===== src/rtl/pfq_pkg.sv =====
package pfq_pkg;
  localparam int CODE_AW = 20;
  localparam int CODE_DW = 8;

  typedef logic [CODE_AW-1:0] code_addr_t;
  typedef logic [CODE_DW-1:0] code_byte_t;

  // queue depth chosen by external bus width
  function automatic int depth_for(input bit wide_bus);
    return wide_bus ? 6 : 4;
  endfunction

  // sequential code address, wraps across the 1 MiB space
  function automatic code_addr_t step_addr(input code_addr_t a);
    return a + code_addr_t'(1);
  endfunction

  // occupancy after the current edge
  function automatic int occ_after(input int cnt, input bit push, input bit pop);
    return cnt + int'(push) - int'(pop);
  endfunction
endpackage


===== src/rtl/pfq_fifo.sv =====
module pfq_fifo #(
  parameter int DEPTH = 4,
  parameter int CNT_W = $clog2(DEPTH + 1)
) (
  input  logic                clk,
  input  logic                rst_n,
  input  logic                clear,
  input  logic                push,
  input  pfq_pkg::code_byte_t din,
  input  logic                pop,
  output pfq_pkg::code_byte_t dout,
  output logic [CNT_W-1:0]    count
);
  localparam int PTR_W = (DEPTH > 1) ? $clog2(DEPTH) : 1;

  pfq_pkg::code_byte_t    store [DEPTH];
  logic [PTR_W-1:0] rd_ptr, wr_ptr;

  function automatic logic [PTR_W-1:0] ptr_next(input logic [PTR_W-1:0] p);
    return (p == PTR_W'(DEPTH - 1)) ? '0 : p + 1'b1;
  endfunction

  always_ff @(posedge clk) begin
    if (push) store[wr_ptr] <= din;
  end

  always_ff @(posedge clk) begin
    if (!rst_n || clear) begin
      rd_ptr <= '0;
      wr_ptr <= '0;
      count  <= '0;
    end else begin
      if (push) wr_ptr <= ptr_next(wr_ptr);
      if (pop)  rd_ptr <= ptr_next(rd_ptr);
      count <= count + CNT_W'(push) - CNT_W'(pop);
    end
  end

  assign dout = store[rd_ptr];
endmodule


===== src/rtl/pfq_fetch.sv =====
module pfq_fetch #(
  parameter logic [19:0] BOOT_ADDR = 20'hFFFF0
) (
  input  logic                clk,
  input  logic                rst_n,
  input  logic                flush,
  input  pfq_pkg::code_addr_t flush_addr,
  input  logic                slot_free,
  input  logic                mem_ready,
  output logic                mem_req,
  output pfq_pkg::code_addr_t mem_addr,
  output logic                start_o,
  output logic                done_o,
  output logic                drop_o,
  output logic                deliver_o
);
  logic                pend;
  logic                drop;
  pfq_pkg::code_addr_t ptr;
  pfq_pkg::code_addr_t req_addr;

  assign done_o    = pend && mem_ready;
  assign deliver_o = done_o && !drop && !flush;
  assign start_o   = (!pend || done_o) && slot_free && !flush;
  assign drop_o    = drop;
  assign mem_req   = pend;
  assign mem_addr  = req_addr;

  always_ff @(posedge clk) begin
    if (!rst_n) begin
      pend     <= 1'b0;
      drop     <= 1'b0;
      ptr      <= BOOT_ADDR;
      req_addr <= BOOT_ADDR;
    end else begin
      if (done_o) pend <= 1'b0;
      if (start_o) begin
        pend     <= 1'b1;
        req_addr <= ptr;
        ptr      <= pfq_pkg::step_addr(ptr);
      end
      if (flush) begin
        ptr  <= flush_addr;
        drop <= pend && !done_o;
      end else if (done_o) begin
        drop <= 1'b0;
      end
    end
  end
endmodule


===== src/rtl/code_prefetch_q.sv =====
module code_prefetch_q #(
  parameter bit          WIDE_BUS  = 1'b0,
  parameter logic [19:0] BOOT_ADDR = 20'hFFFF0
) (
  input  logic        clk,
  input  logic        rst_n,
  input  logic        flush_i,
  input  logic [19:0] flush_addr_i,
  output logic        mem_req_o,
  output logic [19:0] mem_addr_o,
  input  logic        mem_ready_i,
  input  logic [7:0]  mem_data_i,
  output logic        out_valid_o,
  output logic [7:0]  out_data_o,
  input  logic        out_ready_i
);
  localparam int DEPTH = pfq_pkg::depth_for(WIDE_BUS);
  localparam int CNT_W = $clog2(DEPTH + 1);

  // named internal events, also observed by the checker
  logic             fetch_start;
  logic             fetch_done;
  logic             fetch_drop;
  logic             fifo_push;
  logic             fifo_pop;
  logic             slot_free;
  logic [CNT_W-1:0] fifo_count;

  assign out_valid_o = (fifo_count != '0);
  assign fifo_pop    = out_valid_o && out_ready_i;
  assign slot_free   = pfq_pkg::occ_after(int'(fifo_count), fifo_push, fifo_pop) < DEPTH;

  pfq_fetch #(.BOOT_ADDR(BOOT_ADDR)) u_fetch (
    .clk        (clk),
    .rst_n      (rst_n),
    .flush      (flush_i),
    .flush_addr (flush_addr_i),
    .slot_free  (slot_free),
    .mem_ready  (mem_ready_i),
    .mem_req    (mem_req_o),
    .mem_addr   (mem_addr_o),
    .start_o    (fetch_start),
    .done_o     (fetch_done),
    .drop_o     (fetch_drop),
    .deliver_o  (fifo_push)
  );

  pfq_fifo #(.DEPTH(DEPTH), .CNT_W(CNT_W)) u_fifo (
    .clk   (clk),
    .rst_n (rst_n),
    .clear (flush_i),
    .push  (fifo_push),
    .din   (mem_data_i),
    .pop   (fifo_pop),
    .dout  (out_data_o),
    .count (fifo_count)
  );
endmodule


===== config.mk =====
export PLATFORM = sky130hd
export DESIGN_NAME = code_prefetch_q
export DESIGN_NICKNAME = d
export VERILOG_FILES = /design/src/rtl/pfq_pkg.sv /design/src/rtl/pfq_fifo.sv /design/src/rtl/pfq_fetch.sv /design/src/rtl/code_prefetch_q.sv
export SDC_FILE = /design/constraint.sdc
export NUM_CORES = 1
export LEC_CHECK = 0
export ABC_AREA = 1
export BUFFER_PORTS_ARGS = -buffer_cell sky130_fd_sc_hd__buf_2
export CORE_MARGIN = 2
export CORE_UTILIZATION = 40
export CTS_CLUSTER_SIZE = 30
export DETAILED_ROUTE_END_ITERATION = 8
export MAX_ROUTING_LAYER = met4
export REMOVE_ABC_BUFFERS = 1
export SLEW_MARGIN = 20
export SYNTH_ARGS = -nofsm -noshare
export SYNTH_HDL_FRONTEND = slang
export SYNTH_SLANG_ARGS = --single-unit

===== constraint.sdc =====
create_clock -name clk -period 6.7 [get_ports clk]
set_input_delay 0.335 -clock clk [delete_from_list [all_inputs] [get_ports clk]]
set_output_delay 0.335 -clock clk [all_outputs]
set_load 0.02 [all_outputs]

==> flow_summary.ini, run 1 <==
[synth]
synth_warnings = 0
ys_seq_area_share_pct = 51.3
synth_seq_cells = 83
ys_types = 27
synth_area_um2 = 3860
syn_avg_cell_area_um2 = 8.15
syn-instance-count = 474

[finish]
final_util_pct = 48.0
diodes = 0
n_fill_cell = 962
area_delta_synth_final_pct = 15.4
drive_above_1_share_pct = 15.6
nets = 577

[floorplan]
die_x_um = 102
num_rows = 35
die_y_um = 102
core_um2 = 9280
die_area_um2 = 10500
start_util_pct = 41.6
num_io_pins = 63

[clock_network]
clk_path_buf_depth = 2
ctsHoldBuffers = 0
numCtsBuffers = 9
cts-root-buf = clkbuf_8
h-tree-depth = 3
clkSinkCount = 83
clkTransAtPathRegs_ns = 0.09
cts_resized = 0
clk_latency_ns = 0.34
post_cts_buffers = 0
cts_tree = built

[sta]
finalHoldViolCount = 0
max_freq_ghz = 0.321
fin_crit_sh_pct = 46.5
finClkSkew_ns = 0.00769
final-setup-viol-count = 0
slew_headroom_pct = 45.3
period_needed_ns = 3.11
maxSlewViolCount = 0
rsz0062_at_grt = false
worstMarginPinSlew_ns = 0.817
fin_setup_tns_ns = 0

[placed_design]
hpwl_um = 5890
io_buffers = 62
gp_congestion = 0.870

[grt]
grt_pass1_wl_um = 14100
grt_max_degree = 42
grt_pass1_vias = 2951
antenna_found_initial = 0
grt.overflow.total = 0
grt_use_total_pct = 17.6

[worst_setup_path]
worstPathRequired_ns = 6.91
crit_type = reg2reg
slowest_delay_ns = 0.65
path_cells = inv_1, nand3_1, nand2_1, inv_1, ha_1, inv_1, ha_1, inv_1, fa_1, nand2_1, nand2_1, nor2_2, nand4_1, nand2_1, nand3_1
cp.arrival_ns = 3.33
slowest_stage = nand4_1
crit_fanout = 16
end_kind = flip-flop
cp-start-kind = flip-flop

[routing]
first_iter_violations = 105
firstDrtPassIters = 4
wl_um = 8580
viasPerCell = 4.87
via_count = 3242
drcViolationCount = 0
ant_nets = 0
wl_per_cell_um = 12.9

[power]
powerDensity_nw_per_um2 = 268
peakVddDrop_mv = 0.107
p_leak_uw = 0.00201

[outcome]
status = complete, no violations

[run]
cap_violations = 0

[min_path]
worstHoldPathType = in2reg
## kinds of logic (layout without fill, tap and decap cells)
| family | after synthesis | after routing | synth area share [%] |
|---|---|---|---|
| DFF | 83 | 83 | 51.3 |
| AOI/OAI and AO/OA | 58 | 58 | 8.26 |
| adders and majority gates | 12 | 12 | 4.08 |
| buffers and inverters | 55 | 118 | 6.38 |
| xor gates and xnor gates | 8 | 8 | 1.81 |
| and+or+nand+nor | 258 | 258 | 28.2 |
## area by class of cell
cell class                      count  area [um^2]  share of cell area, %
Sequential cell                    83         1980                   44.5
Multi-Input combinational cell    336         1630                   36.7
Clock inverter                      4         52.6                   1.18
Timing Repair Buffer               62          310                   6.96
Inverter                           40          150                   3.37
Tap cell                          129          161                   3.62
Clock buffer                       12          166                   3.73
## cells in the mapped netlist
master,number,area [um^2]
edfxtp_1,32,961
nand3b_1,2,15.0
a21oi_1,22,110
nor2_2,2,12.5
dfxtp_1,51,1020
buf_2,2,10.0
nand3_1,51,255
nand2_1,132,495
o21ai_0,23,115
nor2_8,1,20.0
buf_6,5,56.3
xor2_1,2,17.5
nor2_1,64,240
nand4_1,4,25.0
nand3_4,1,17.5
o22ai_1,8,50.1
inv_1,38,143
a2111oi_0,1,8.76
o211a_1,2,20.0
inv_2,2,7.51
clkbuf_1,8,30.0
a211oi_1,1,7.51
ha_1,11,138
fa_1,1,20.0
xnor2_1,6,52.6
nand2_2,1,6.26
o21bai_1,1,7.51
## registers in the layout, indices dropped and copies added, names as in the netlist, named ones only
register,count
u_fifo.count,3
u_fetch.mem_addr,20
u_fifo.store,32
u_fetch.mem_req,1
u_fifo.wr_ptr,2
u_fetch.drop_o,1
u_fifo.rd_ptr,2
u_fetch.ptr,20
## per-layer routing
layer	global-route usage, %	part of all wire, %	vias up
met1	22.9	51	1502
met2	28.5	45	58
met3	3.08	3.0	7
met5	-	0	-
met4	4.62	0.93	0
li1	-	-	1675
## worst max-delay path: cells and delay by family, from the launching register on
family                   cells  cell delay (ns)
adder cells (fa/ha/maj)      3             0.78
buffers and inverters        4             0.33
flip-flops                   1             0.41
AND/OR/NAND/NOR              8             1.46
## per-stage QoR
step / worst slack, ns / total power [uW] / instances / area, um^2 / hold WS (ns)
after floorplan: 3.92 / 742 / 459 / 3770 / 0.420
after global placement: 3.59 / 811 / 650 / 4240 / 0.447
after detailed placement: 3.50 / 815 / 650 / 4240 / 0.458
after CTS: 3.52 / 1210 / 666 / 4460 / 0.190
after global routing: 3.23 / 1260 / 666 / 4460 / 0.196
final: 3.59 / 1190 / 666 / 4460 / 0.215
## where the power goes
group / leakage, uW / internal [uW] / total, uW / switching [uW]
Sequential: 0.000710 / 559 / 593 / 34.0
Clock: 0.000113 / 208 / 392 / 185
Combinational: 0.00118 / 72.4 / 210 / 137
Total: 0.00201 / 839 / 1190 / 356
## worst paths after layout
path	from	to	slack, ns	cells after the start
worst max-delay path	u_fifo.count[1]	u_fetch.mem_addr[6]	3.59	15
worst min register to register	u_fetch.mem_addr[8]	u_fetch.mem_addr[8]	0.47	2
worst max register to register	u_fifo.count[1]	u_fetch.mem_addr[6]	3.59	15
worst min-delay path	mem_data_i[7]	u_fifo.store[1][7]	0.22	1
## cells in the final DEF, fill, tap and decap left out, types with 4 or more instances in the layout
master and count:
a21oi_1 22, buf_2 62, clkbuf_8 10, dfxtp_1 51
edfxtp_1 32, ha_1 11, inv_1 38, nand2_1 132
nand3_1 51, nand4_1 4, nor2_1 64, o21ai_0 23
o22ai_1 8, xnor2_1 6
No activity file was read; power rests on OpenSTA's default activity.
==> run 2, diff against run 1 <==
- clock period: 6.7 -> 2.8 ns (I/O delays scaled with it)
==> flow_summary.ini, run 2 (synthesis gave the netlist of run 1 again) <==
[outcome]
status = complete, no violations

[floorplan]
core_um2 = 9280
num_rows = 35
num_io_pins = 63
die_y_um = 102
die_x_um = 102
die_area_um2 = 10500
start_util_pct = 41.6

[grt]
grt_use_total_pct = 18.3
grt.overflow.total = 0
grt_pass1_vias = 3008
grt_pass1_wl_um = 14400
grt_max_degree = 27
antenna_found_initial = 0

[sta]
fin_crit_sh_pct = 93.6
fin_setup_tns_ns = 0
worstMarginPinSlew_ns = 0.795
final-setup-viol-count = 0
rsz0062_at_grt = false
timing.hold.ws_ns = 0.0163
max_freq_ghz = 0.382
finalHoldViolCount = 0
maxSlewViolCount = 0
finClkSkew_ns = 0.00759
slew_headroom_pct = 46.8
period_needed_ns = 2.62

[routing]
viasPerCell = 4.85
drcViolationCount = 0
first_iter_violations = 104
ant_nets = 0
firstDrtPassIters = 4
wl_per_cell_um = 13.1
via_count = 3308
wl_um = 8940

[finish]
design_area_um2 = 4630
final_cell_mix = nand2_1, nor2_1, buf_2
diodes = 0
instances_no_fill = 682
n_fill_cell = 959
area_delta_synth_final_pct = 19.9
nets = 593
final_common_cell = nand2_1
largest_register_ffs = 32
regMostFlops = u_fifo.store
drive_above_1_share_pct = 18.8

[clock_network]
h-tree-depth = 3
clk_path_buf_depth = 2
clkSinkCount = 83
clkTransAtPathRegs_ns = 0.09
numCtsBuffers = 9
cts_tree = built
clk_latency_ns = 0.35
cts-root-buf = clkbuf_8

[placed_design]
io_buffers = 62
place_area_um2 = 4320
place_inst = 657
hpwl_um = 6320
gp_congestion = 0.824

[worst_setup_path]
worstPathRequired_ns = 3.09
crit_fanout = 9
cp-start-kind = flip-flop
cp.arrival_ns = 2.91
crit_type = reg2reg
path_cells = inv_2, nand3_2, nand2_1, inv_2, ha_1, inv_1, ha_1, inv_1, fa_2, nand2_2, nand2_2, nor2_4, nand3_4, nor2_8, clkbuf_16, nand2_1, nand3_1
cpLargestDelayFamily = simple AND/OR/NAND/NOR gates
slowest_delay_ns = 0.37
slowest_stage = dfxtp_4
critical_path_buf_inv_count = 5
end_kind = flip-flop

[power]
power.total_uw = 2770
p_leak_uw = 0.00208
powerDensity_nw_per_um2 = 597
peakVddDrop_mv = 0.223

[run]
cap_violations = 0

[min_path]
worstHoldPathType = in2reg
==> run 2: layer usage <==
| layer | GRT usage [%] | part of all wire [%] | routed length [um] |
|---|---|---|---|
| met1 | 23.5 | 48 | 4260 |
| met5 | - | 0 | 0 |
| met2 | 29.0 | 47 | 4210 |
| met3 | 3.76 | 3.7 | 330 |
| met4 | 5.85 | 1.5 | 136 |
==> run 2: where the power goes <==
part / internal, uW / total (uW) / switching, uW
clock network: 326 / 768 / 442
logic: 235 / 584 / 349
registers: 1340 / 1420 / 79.6
==> run 2: worst paths after layout <==
kind,start,depth (start not counted),slack [ns],end
worst max register to register,u_fifo.count[1],17,0.18,u_fetch.ptr[7]
worst min-delay path,flush_addr_i[10],3,0.02,u_fetch.ptr[10]
worst min register to register,u_fetch.mem_addr[9],2,0.47,u_fetch.mem_addr[9]
worst max-delay path,u_fifo.count[1],17,0.18,u_fetch.ptr[7]
==> run 2: per-stage QoR <==
| stage | worst slack, ns | util (%) |
|---|---|---|
| 2_1_floorplan | 0.0244 | - |
| 3_3_place_gp | 0.166 | 46.5 |
| 3_5_place_dp | 0.0648 | 46.5 |
| 4_1_cts | 0.0408 | 48.3 |
| 5_1_grt | 0.00498 | 49.9 |
| 6_report | 0.180 | 49.9 |
==> run 2: worst min-delay path, cell delays in order <==
cell and delay [ns]:
buf_2 0.08, a21oi_1 0.05, nand3_1 0.07
==> run 2: area by class of cell <==
type | count | area, um^2 | share of cell area [%]
Clock inverter | 5 | 38.8 | 0.837
Tap cell | 129 | 161 | 3.48
Inverter | 40 | 153 | 3.30
Sequential cell | 83 | 1990 | 42.9
Clock buffer | 11 | 131 | 2.84
Multi-Input combinational cell | 336 | 1650 | 35.7
Timing Repair Buffer | 78 | 510 | 11.0
==> run 2: timing repair <==
item                                   CTS  global route
endpoints found under the hold margin    0            11
resized for setup                        0            12
buffers inserted                         0             4
setup endpoints to repair                0            40
hold buffers                             0             3
